$ cat config.mk
export PLATFORM = sky130hd
export DESIGN_NAME = drive_sequencer
export DESIGN_NICKNAME = d
export VERILOG_FILES = /design/src/rtl/drv_seq_pkg.sv /design/src/rtl/drv_seq_timer.sv /design/src/rtl/drv_seq_busmon.sv /design/src/rtl/drv_seq_fsm.sv /design/src/rtl/drive_sequencer.sv
export SDC_FILE = /design/constraint.sdc
export NUM_CORES = 1
export LEC_CHECK = 0
export CAP_MARGIN = 20
export CORE_MARGIN = 2
export CORE_UTILIZATION = 55
export CTS_CLUSTER_DIAMETER = 100
export DETAILED_ROUTE_END_ITERATION = 7
export PLACE_DENSITY = 0.78
export SLEW_MARGIN = 10
export SYNTH_ARGS = -nofsm -noshare
export SYNTH_HDL_FRONTEND = slang
export SYNTH_SLANG_ARGS = --single-unit
$ cat constraint.sdc
create_clock -name clk -period 5.1 [get_ports clk]
set_clock_uncertainty 0.2 [all_clocks]
set_input_delay 0.51 -clock clk [delete_from_list [all_inputs] [get_ports clk]]
set_output_delay 0.51 -clock clk [all_outputs]
set_load 0.02 [all_outputs]
$ cat src/rtl/drv_seq_pkg.sv
package drv_seq_pkg;

    typedef enum logic [2:0] {
        ST_HOLD      = 3'd0,
        ST_READBACK  = 3'd1,
        ST_SEND      = 3'd2,
        ST_HEALTH    = 3'd3,
        ST_PRECHARGE = 3'd4,
        ST_HANDOVER  = 3'd5,
        ST_RUN       = 3'd6,
        ST_FAULT     = 3'd7
    } seq_state_e;

    typedef enum logic [1:0] {
        FLT_NONE      = 2'd0,
        FLT_UNHEALTHY = 2'd1,
        FLT_LOWBUS    = 2'd2,
        FLT_TRIP      = 2'd3
    } fault_e;

    typedef enum logic [1:0] {
        XF_NONE     = 2'd0,
        XF_READBACK = 2'd1,
        XF_SEND     = 2'd2
    } xfer_e;

    typedef struct packed {
        seq_state_e state;
        fault_e     fault;
        logic       proc_rst_n;
        logic       charge;
        logic       main;
        logic       run;
        xfer_e      xfer;
    } seq_regs_t;

    localparam seq_regs_t SEQ_RESET = '{
        state:      ST_HOLD,
        fault:      FLT_NONE,
        proc_rst_n: 1'b0,
        charge:     1'b0,
        main:       1'b0,
        run:        1'b0,
        xfer:       XF_NONE
    };

    function automatic logic is_active(input seq_state_e s);
        return (s != ST_HOLD) && (s != ST_FAULT);
    endfunction

endpackage

$ cat src/rtl/drv_seq_timer.sv
module drv_seq_timer #(
    parameter int unsigned TICK_DIV     = 100000,
    parameter int unsigned CHARGE_TICKS = 2000
) (
    input  logic clk,
    input  logic rst_n,
    input  logic en,
    output logic expired
);
    localparam int CW = (CHARGE_TICKS > 1) ? $clog2(CHARGE_TICKS) : 1;
    localparam int PW = (TICK_DIV > 1) ? $clog2(TICK_DIV) : 1;

    logic tick;
    logic [CW-1:0] cnt_d, cnt_q;

    generate
        if (TICK_DIV > 1) begin : g_pre
            logic [PW-1:0] pre_d, pre_q;
            logic          wrap;
            assign wrap = (pre_q == PW'(TICK_DIV - 1));
            always_comb begin
                pre_d = pre_q;
                if (!en)       pre_d = '0;
                else if (wrap) pre_d = '0;
                else           pre_d = pre_q + 1'b1;
            end
            always_ff @(posedge clk or negedge rst_n) begin
                if (!rst_n) pre_q <= '0;
                else        pre_q <= pre_d;
            end
            assign tick = en && wrap;
        end else begin : g_nopre
            assign tick = en;
        end
    endgenerate

    always_comb begin
        cnt_d = cnt_q;
        if (!en)       cnt_d = '0;
        else if (tick) cnt_d = cnt_q + 1'b1;
    end

    always_ff @(posedge clk or negedge rst_n) begin
        if (!rst_n) cnt_q <= '0;
        else        cnt_q <= cnt_d;
    end

    assign expired = tick && (cnt_q == CW'(CHARGE_TICKS - 1));

endmodule

$ cat src/rtl/drv_seq_busmon.sv
module drv_seq_busmon #(
    parameter int unsigned VW = 12
) (
    input  logic [VW-1:0] bus_sample,
    input  logic [VW-1:0] bus_rated,
    output logic          charged
);
    localparam int XW = VW + 3;

    logic [XW-1:0] lhs;
    logic [XW-1:0] rhs;

    // sample >= 0.8 * rated, evaluated as 5*sample >= 4*rated
    always_comb begin
        lhs = {3'b000, bus_sample} * XW'(5);
        rhs = {1'b0, bus_rated, 2'b00};
        charged = (lhs >= rhs);
    end

endmodule

$ cat src/rtl/drv_seq_fsm.sv
module drv_seq_fsm
    import drv_seq_pkg::*;
(
    input  logic      clk,
    input  logic      rst_n,
    input  logic      start_cmd,
    input  logic      stop_cmd,
    input  logic      clear_fault,
    input  logic      xfer_done,
    input  logic      healthy,
    input  logic      trip,
    input  logic      charged,
    input  logic      expired,
    output logic      timer_en,
    output seq_regs_t regs_q
);
    seq_regs_t regs_d;

    always_comb begin
        regs_d = regs_q;

        case (regs_q.state)
            ST_HOLD: begin
                if (start_cmd) regs_d.state = ST_READBACK;
            end
            ST_READBACK: begin
                if (xfer_done) regs_d.state = ST_SEND;
            end
            ST_SEND: begin
                if (xfer_done) regs_d.state = ST_HEALTH;
            end
            ST_HEALTH: begin
                if (healthy) begin
                    regs_d.state = ST_PRECHARGE;
                end else begin
                    regs_d.state = ST_FAULT;
                    regs_d.fault = FLT_UNHEALTHY;
                end
            end
            ST_PRECHARGE: begin
                if (expired) begin
                    if (charged) begin
                        regs_d.state = ST_HANDOVER;
                    end else begin
                        regs_d.state = ST_FAULT;
                        regs_d.fault = FLT_LOWBUS;
                    end
                end
            end
            ST_HANDOVER: begin
                regs_d.state = ST_RUN;
            end
            ST_RUN: begin
                regs_d.state = ST_RUN;
            end
            ST_FAULT: begin
                if (clear_fault) begin
                    regs_d.state = ST_HOLD;
                    regs_d.fault = FLT_NONE;
                end
            end
            default: begin
                regs_d.state = ST_HOLD;
                regs_d.fault = FLT_NONE;
            end
        endcase

        // shutdown requests override the normal progression
        if (is_active(regs_q.state)) begin
            if (trip) begin
                regs_d.state = ST_FAULT;
                regs_d.fault = FLT_TRIP;
            end else if (stop_cmd) begin
                regs_d.state = ST_HOLD;
                regs_d.fault = FLT_NONE;
            end
        end

        // registered output decode of the next state
        regs_d.proc_rst_n = is_active(regs_d.state);
        regs_d.charge     = (regs_d.state == ST_PRECHARGE);
        regs_d.main       = (regs_d.state == ST_HANDOVER) || (regs_d.state == ST_RUN);
        regs_d.run        = (regs_d.state == ST_RUN);
        case (regs_d.state)
            ST_READBACK: regs_d.xfer = XF_READBACK;
            ST_SEND:     regs_d.xfer = XF_SEND;
            default:     regs_d.xfer = XF_NONE;
        endcase
    end

    always_ff @(posedge clk or negedge rst_n) begin
        if (!rst_n) regs_q <= SEQ_RESET;
        else        regs_q <= regs_d;
    end

    assign timer_en = (regs_q.state == ST_PRECHARGE);

endmodule

$ cat src/rtl/drive_sequencer.sv
module drive_sequencer
    import drv_seq_pkg::*;
#(
    parameter int unsigned TICK_DIV     = 100000,
    parameter int unsigned CHARGE_TICKS = 2000,
    parameter int unsigned VW           = 12
) (
    input  logic          clk,
    input  logic          rst_n,
    input  logic          start_cmd,
    input  logic          stop_cmd,
    input  logic          clear_fault,
    input  logic          xfer_done,
    input  logic          healthy,
    input  logic          trip,
    input  logic [VW-1:0] bus_sample,
    input  logic [VW-1:0] bus_rated,
    output logic          proc_rst_n,
    output logic          charge_close,
    output logic          main_close,
    output logic          run_bit,
    output logic [1:0]    xfer_phase,
    output logic [1:0]    fault_code
);
    logic      charged;
    logic      expired;
    logic      timer_en;
    seq_regs_t regs_q;

    drv_seq_busmon #(.VW(VW)) busmon_i (
        .bus_sample (bus_sample),
        .bus_rated  (bus_rated),
        .charged    (charged)
    );

    drv_seq_timer #(
        .TICK_DIV     (TICK_DIV),
        .CHARGE_TICKS (CHARGE_TICKS)
    ) timer_i (
        .clk     (clk),
        .rst_n   (rst_n),
        .en      (timer_en),
        .expired (expired)
    );

    drv_seq_fsm fsm_i (
        .clk         (clk),
        .rst_n       (rst_n),
        .start_cmd   (start_cmd),
        .stop_cmd    (stop_cmd),
        .clear_fault (clear_fault),
        .xfer_done   (xfer_done),
        .healthy     (healthy),
        .trip        (trip),
        .charged     (charged),
        .expired     (expired),
        .timer_en    (timer_en),
        .regs_q      (regs_q)
    );

    assign proc_rst_n   = regs_q.proc_rst_n;
    assign charge_close = regs_q.charge;
    assign main_close   = regs_q.main;
    assign run_bit      = regs_q.run;
    assign xfer_phase   = regs_q.xfer;
    assign fault_code   = regs_q.fault;

endmodule

---- After elaboration in Yosys (flattened, before gate mapping) ----
Index checks and enable logic that the tools add are counted.
storage, ports and cells
  bits in registers ....................... 39
  bits of input ports ..................... 32
  logic and storage cells ................. 58
operators by class
  add/subtract/negate cells ............... 2
  multipliers ............................. 1
  $lt $le $gt $ge ......................... 1
  equality and inequality tests ........... 17
  multiplexer cells ....................... 19
  reduce and logical (&&, ||, !) cells .... 9
operator list
  kind                                                                   number
  17-bit two-way mux                                                     2
  5-bit two-way mux                                                      5
  11-bit two-way mux                                                     2
  3-bit == test (second input constant)                                  7
  3-bit case mux with 7 select lines                                     1
  17-bit by 1-bit adder with 17-bit output (second input constant)       1
  17-bit == test (second input constant)                                 1
  15-bit by 14-bit >= comparator with 1-bit output                       1
  12-bit by 3-bit multiplier with 15-bit output (second input constant)  1
  11-bit by 1-bit adder with 11-bit output (second input constant)       1
  11-bit == test (second input constant)                                 1
  3-bit by 2-bit == test with 1-bit output (second input constant)       3
  3-bit two-way mux                                                      3
  2-bit two-way mux                                                      4
  3-bit by 1-bit == test with 1-bit output (second input constant)       2
  3-bit != test (second input constant)                                  2
  2-bit case mux with 3 select lines                                     1
  3-bit nonzero test                                                     2
  1-bit logical AND                                                      4
  2-bit case mux with 2 select lines                                     1
  3-bit zero test                                                        1
  2-bit != test (second input constant)                                  1
  2-bit OR reduction                                                     1
  1-bit logical OR                                                       1

---- Longest topological paths before layout ----
Gate-level depths: netlist of the first run.
  depth in word-level cells ............... 10
  gate-level depth with buffers ........... 17

---- Modules after synthesis ----
From an unflattened synthesis of the first run, not the netlist that was laid out.
second synthesis, totals
  cell total of the unflattened synthesis .. 336
  area, all modules ....................... 3,020.4 um2
by module, submodules not included
  module          times used  cells an instance  area an instance (um2)
  drv_seq_timer   1           147                1,412.6
  drv_seq_busmon  1           114                887.1
  drv_seq_fsm     1           75                 720.7

---- Least setup slack after synthesis of the first run ----
No wires, ideal clock.
  path kind ............................... in2reg
  from .................................... in bus_sample[1]
  to ...................................... reg, netlist name fsm_i.regs_q[0]
  setup time .............................. 120 ps
  arrival ................................. 3,575 ps
  required time ........................... 4,780 ps
  setup slack ............................. 1,205 ps
  stages .................................. 17
  path buffers ............................ 0
  cells stage by stage .................... ha_1 ha_1 inv_1 fa_1 nor2b_1 o21ai_0 a21boi_0 o21a_1 o21a_1 xor2_1 ha_1 a21o_1 a21oi_1 o221ai_1 a2111oi_4 o21bai_2 and3_1
RTL lines
  item         line                   RTL
  from (decl)  drive_sequencer.sv:16  input logic [VW-1:0] bus_sample,

==> results of run 1 <==
-- power breakdown --
part / total [W] / switching, W / internal [W]
clock network: 0.000206 / 0.000100 / 0.000106
logic: 0.000523 / 0.000295 / 0.000228
registers: 0.000405 / 0.0000538 / 0.000351
-- flip-flops by register name, indices dropped and copies added (netlist names) --
| name | cells |
|---|---|
| fsm_i.regs_q | 11 |
| timer_i.cnt_q | 11 |
| timer_i.g_pre.pre_q | 17 |
-- critical path, delay by kind of cell --
family,cells,cell delay (ns)
AOI/OAI and AO/OA,9,1.88
and+or+nand+nor,2,0.32
buffers and inverters,2,0.50
adders and majority gates,4,1.06
xor gates and xnor gates,1,0.09
-- per-stage QoR --
step | std cells | area, sq um | hold slack (ns) | setup WS (ns) | total power [W]
after global placement | 440 | 3430 | 0.268 | 0.537 | 0.000915
after floorplan | 343 | 3030 | 0.0144 | 1.20 | 0.000800
after global routing | 447 | 3520 | 0.199 | 0.411 | 0.00122
after CTS | 447 | 3520 | 0.152 | 0.715 | 0.00114
final | 447 | 3520 | 0.123 | 0.712 | 0.00113
after detailed placement | 440 | 3430 | 0.280 | 0.423 | 0.000932
-- cell families after synthesis --
group	after synthesis
multiplexers	4
adder cells (fa/ha/maj)	35
XOR/XNOR	28
flip-flops	39
buffers and inverters	38
AND/OR/NAND/NOR	138
AO/OA/AOI/OAI	61
-- layout make-up --
class | instances | area (sq um)
tap | 72 | 90.1
fill | 437 | 1890
clock buffer | 6 | 82.6
timing repair buffer | 39 | 385
multi-input combinational | 266 | 1890
inverter | 24 | 90.1
clock inverter | 1 | 5.00
sequential | 39 | 976
-- synthesized netlist by cell type, drive strengths merged (2+ instances only) --
cell	number	area, sq um
nor2	49	184
dfrtp	39	976
ha	34	425
inv	24	90.1
nand2	18	67.6
a21oi	17	88.8
nand3	16	80.1
xor2	16	140
o21ai	13	65.1
xnor2	12	105
and3	10	62.6
buf	8	52.6
nand4	7	43.8
nor3	7	45.0
clkbuf	6	22.5
or3	6	37.5
a21o	5	37.5
nor4	5	52.6
o211ai	5	42.5
o21a	5	37.5
a211oi	3	27.5
nand2b	3	18.8
nor2b	3	18.8
or2	3	18.8
a2111oi	2	36.3
a22oi	2	15.0
and2	2	12.5
mux2	2	22.5
mux2i	2	20.0
nand4bb	2	22.5
o221ai	2	17.5
o31ai	2	15.0
or3b	2	17.5
-- per-layer routing --
metal / global-route usage / vias to the layer above
met5: 0 / -
met4: 0.0544 / 0
met3: 0.0310 / 5
met2: 0.364 / 42
met1: 0.257 / 1186
li1: - / 1272
-- worst paths after layout --
path / cells past startpoint / end
worst max-delay path: 18 / fsm_i.regs_q[0]$_DFF_PN0_
worst min-delay path: 1 / fsm_i.regs_q[4]$_DFF_PN0_
worst max register to register: 6 / fsm_i.regs_q[0]$_DFF_PN0_
worst min register to register: 1 / timer_i.g_pre.pre_q[0]$_DFF_PN0_
max in group asynchronous: 1 / timer_i.g_pre.pre_q[9]$_DFF_PN0_
min in group clk: 1 / timer_i.g_pre.pre_q[0]$_DFF_PN0_
==> impl_metrics.csv, run 1 <==
group,metric,value,unit
outcome,outcome,"completed",
synth,ys_ff_latch,39,
pwr,ir_drop,0.238,mV
final_layout,utilization,0.651,
synth,syn_avg_cell_area,8.83,sq um
routing,drc_errors,0,
worst_setup_path,worstPathArrival,4.37,ns
synth,syn_inst,343,
placed_design,post-dp-hpwl,4590,microns
routing,routed-via-count,2505,
placed_design,portBuffers,39,
worst_setup_path,cp-startpoint,"bus_sample[3]",
worst_setup_path,r2r_slack,2.20,ns
synth,ys_types,54,
worst_setup_path,worstSetupPathType,"input pin to flip-flop",
routing,dr_wl_met3,207,microns
final_layout,final_nets,442,
floorplan,rows,27,
clocking,holdBufCountCts,0,
worst_setup_path,path_max_fanout,6,
synth,synth-simple-area-share,0.242,
final_layout,antenna_cells,0,
worst_setup_path,cp_common_cell,"ha_1",
clocking,cts.clk_slew.worst_paths,0.07,ns
clocking,cts_tree,"yes",
synth,ys.flop_type,"dfrtp_1",
global_routing,antenna_found_initial,0,
hold_path,hold_path_class,"input pin to async pin",
synth,synth_top_family_by_area,"simple AND/OR/NAND/NOR gates",
worst_setup_path,critPathMaxStageDelay,0.51,ns
clocking,cts-root-buf,"clkbuf_8",
worst_setup_path,cp_slowest_cell,"a2111oi_4",
routing,routed-wl-met2,2920,microns
sta,hold_viol,0,
floorplan,core_area,0.00541,sq mm
routing,ant_nets,0,
sta,post-route-min-period,4.39,ns
worst_setup_path,path_cells,"clkdlybuf4s50_1 > ha_1 > ha_1 > inv_1 > fa_1 > nor2b_1 > o21ai_0 > a21boi_0 > o21a_1 > o21a_1 > xor2_1 > ha_1 > a21o_1 > a21oi_1 > o221ai_1 > a2111oi_4 > o21bai_2 > and3_1",
sta,maxSlewViolCount,0,
routing,met1_length,2730,microns
floorplan,initial_core_util,0.560,
sta,relSlewSlack,0.445,
clocking,postCtsSetupBuffers,0,
synth,netlist_area,0.00303,sq mm
routing,wire_per_inst,13.2,microns
synth,synth_xor_area_frac,0.0810,
pwr,powerDensity,322,mW/mm^2
clocking,clk_latency,0.29,ns
sta,tns,0,ns
flow_run,cap_violations,0,
sta,finalSetupViolations,0,
clocking,htree_levels,2,
floorplan,fp.dieArea,0.00612,sq mm
clocking,cts_sinks,39,
synth,synth-seq-area-share,0.322,
global_routing,grt_max_degree,40,
final_layout,most-common-layout-cells,"nor2_1, dfrtp_1, clkdlybuf4s50_1",
routing,drt_iter0_drc,69,
synth,synth_warnings,0,
synth,synthMuxAreaShare,0.0140,
worst_setup_path,critPathLaunchType,"input pin",
synth,synth_edf_count,0,
clocking,postCtsResizedCells,0,
synth,synthArstFlopShare,1.00,
worst_setup_path,required,5.08,ns
placed_design,gp_congestion,0.811,
routing,routed.top_layer,"met4",
synth,synth-compound-area-share,0.140,
synth,postSynthNetCount,410,
clocking,cts_inserted_buffers,5,
sta,period_share,0.860,
floorplan,die_h,78.2,microns
worst_setup_path,r2r-start,"fsm_i.regs_q[10]$_DFF_PN0_",
floorplan,die_w,78.2,microns
clocking,clockBufferDepth,2,
routing,dr.pass1.iters,4,
worst_setup_path,critPathCaptureType,"flip-flop",
routing,wl,5910,microns
final_layout,final_common_cell,"nor2_1",
routing,avgViaCountPerCell,5.60,
synth,synth_fa_ha_area_frac,0.147,
sta,rsz0062_at_grt,"no",
final_layout,drive_above_1_share,0.0640,
sta,fmax,228,MHz
global_routing,track_usage,0.204,
pwr,p_leak,1.57,nW
final_layout,syn_to_final_growth,16.1,%
global_routing,overflow,0,
floorplan,ios,40,
global_routing,grt_pass1_vias,2454,
sta,tightestPinTransition,0.832,ns
global_routing,grt_pass1_wl,10200,microns
No activity file was read; power rests on OpenSTA's default activity.
==> run 2: changes to the inputs <==
- CELL_PAD_IN_SITES_DETAIL_PLACEMENT: default -> 2
- CELL_PAD_IN_SITES_GLOBAL_PLACEMENT: default -> 2
- CORE_UTILIZATION: 55 -> 37
- CTS_BUF_LIST: default -> sky130_fd_sc_hd__clkbuf_4 sky130_fd_sc_hd__clkbuf_8 sky130_fd_sc_hd__clkbuf_16
- PLACE_DENSITY: 0.78 -> 0.84
- SLEW_MARGIN: 10 -> 15
==> run 2 against run 1 <==
- first-iteration DRC count rose by 7.2%
- cell count rose by 7.6%
- combinational power rose by 4.4%
- die area rose by 46%
- sequential share of layout area fell by 0.45 points
- fmax fell by 5.8%
- routed wire length rose by 41%
- via count rose by 4.4%
- critical endpoint unchanged
- critical path depth did not move
- flip-flop and latch count did not move
==> impl_metrics.csv, run 2 (same netlist as run 1, synthesis figures left out) <==
group,metric,value,unit
pwr,power.total,0.00119,W
flow_run,cap_violations,0,
pwr,ir_drop,0.260,mV
routing,wl,8320,microns
floorplan,initial_core_util,0.374,
pwr,powerDensity,334,mW/mm^2
floorplan,ios,40,
sta,fmax,215,MHz
worst_setup_path,path_max_fanout,6,
sta,period_share,0.913,
global_routing,overflow,0,
global_routing,grt_pass1_wl,14100,microns
clocking,cts_sinks,39,
hold_path,hold_path_class,"input pin to async pin",
floorplan,fp.dieArea,0.00893,sq mm
sta,finalSetupViolations,0,
outcome,outcome,"completed",
final_layout,final_common_cell,"nor2_1",
final_layout,reg.largest.list,"timer_i.g_pre.pre_q x17, fsm_i.regs_q x11, timer_i.cnt_q x11",
placed_design,portBuffers,39,
clocking,postCtsSetupBuffers,0,
worst_setup_path,critPathCaptureType,"flip-flop",
final_layout,final_nets,442,
clocking,postCtsResizedCells,0,
final_layout,syn_to_final_growth,18.0,%
pwr,p_leak,1.57,nW
routing,ant_nets,0,
sta,post-route-min-period,4.66,ns
floorplan,core_area,0.00809,sq mm
sta,relSlewSlack,0.401,
clocking,cts-root-buf,"clkbuf_8",
clocking,cts.clk_slew.worst_paths,0.08,ns
sta,tightestPinTransition,0.899,ns
global_routing,grt_pass1_vias,2854,
floorplan,rows,33,
worst_setup_path,required,5.08,ns
routing,dr.pass1.iters,4,
sta,rsz0062_at_grt,"no",
clocking,holdBufCountCts,0,
worst_setup_path,worstPathArrival,4.63,ns
routing,drt_iter0_drc,74,
final_layout,top_register,"timer_i.g_pre.pre_q",
final_layout,fillers,921,
routing,avgViaCountPerCell,5.44,
floorplan,die_w,94.5,microns
global_routing,antenna_found_initial,0,
sta,maxSlewViolCount,0,
placed_design,gp_congestion,0.811,
clocking,cts_tree,"yes",
final_layout,largest_reg_flops,17,
clocking,clockBufferDepth,2,
routing,wire_per_inst,17.3,microns
clocking,clk_latency,0.30,ns
final_layout,antenna_cells,0,
global_routing,track_usage,0.199,
sta,tns,0,ns
sta,hold_viol,0,
worst_setup_path,critPathLaunchType,"input pin",
placed_design,post-dp-hpwl,6550,microns
routing,routed-via-count,2616,
clocking,cts_inserted_buffers,5,
final_layout,most-common-layout-cells,"nor2_1, dfrtp_1, clkdlybuf4s50_1",
floorplan,die_h,94.5,microns
final_layout,drive_above_1_share,0.0665,
clocking,htree_levels,2,
routing,drc_errors,0,
worst_setup_path,worstSetupPathType,"input pin to flip-flop",
global_routing,grt_max_degree,40,
-- run 2: cell count changes in the layout (fill, tap and decap cells not counted), sizes merged --
| cell | before | now |
|---|---|---|
| clkbuf | 6 | 7 |
| clkinv | 1 | 0 |
| clkinvlp | 0 | 1 |
-- run 2: worst max-delay path, stage by stage --
cell             delay, ns
clkdlybuf4s50_1       0.46
ha_1                  0.31
ha_1                  0.20
inv_1                 0.07
fa_1                  0.41
nor2b_1               0.12
o21ai_0               0.12
a21boi_0              0.30
o21a_1                0.21
o21a_1                0.19
xor2_1                0.09
ha_1                  0.20
a21o_1                0.17
a21oi_1               0.14
o221ai_1              0.17
a2111oi_4             0.54
o21bai_2              0.20
and3_1                0.22
-- run 2: per-layer routing --
layer  vias up  track usage  wire, microns
met4         0       0.0254             48
li1       1263            -              -
met1      1318        0.270           3980
met2        29        0.342           4070
met3         6       0.0343            219
met5         -            0              0
-- run 2: worst paths after layout --
kind	start	end	slack, ns	depth (start not counted)
worst max-delay path	bus_sample[1]	fsm_i.regs_q[0]$_DFF_PN0_	0.44	18
worst min-delay path	rst_n	timer_i.g_pre.pre_q[7]$_DFF_PN0_	0.13	1
worst max register to register	fsm_i.regs_q[10]$_DFF_PN0_	fsm_i.regs_q[0]$_DFF_PN0_	2.02	6
worst min register to register	timer_i.g_pre.pre_q[0]$_DFF_PN0_	timer_i.g_pre.pre_q[0]$_DFF_PN0_	0.29	1
max in group asynchronous	rst_n	fsm_i.regs_q[8]$_DFF_PN0_	3.99	1
min in group clk	timer_i.g_pre.pre_q[0]$_DFF_PN0_	timer_i.g_pre.pre_q[0]$_DFF_PN0_	0.29	1
-- run 2: layout make-up --
type                    instances  area (sq um)  area share
well taps                     105           131      0.0368
clock buffers                   7          96.3      0.0270
flip-flops and latches         39           976       0.273
multi-input cells             266          1890       0.528
clock inverters                 1          7.51     0.00210
repair buffers                 39           385       0.108
inverters                      24          90.1      0.0252
-- run 2: metrics by stage --
step / util / hold WS (ns) / instances / cell area (sq um) / worst slack (ns)
4_1_cts: 0.442 / 0.157 / 481 / 3570 / 0.395
3_5_place_dp: 0.429 / 0.288 / 473 / 3470 / 0.110
5_1_grt: 0.442 / 0.174 / 481 / 3570 / 0.154
6_report: 0.442 / 0.131 / 481 / 3570 / 0.443
3_3_place_gp: 0.429 / 0.278 / 473 / 3470 / 0.392
2_1_floorplan: - / 0.0144 / 343 / 3030 / 1.20
-- run 2: report_power, final --
part | leakage, nW | switching, W | internal (W)
Combinational | 0.996 | 0.000317 | 0.000229
Sequential | 0.527 | 0.0000623 | 0.000351
Clock | 0.0505 | 0.000111 | 0.000123
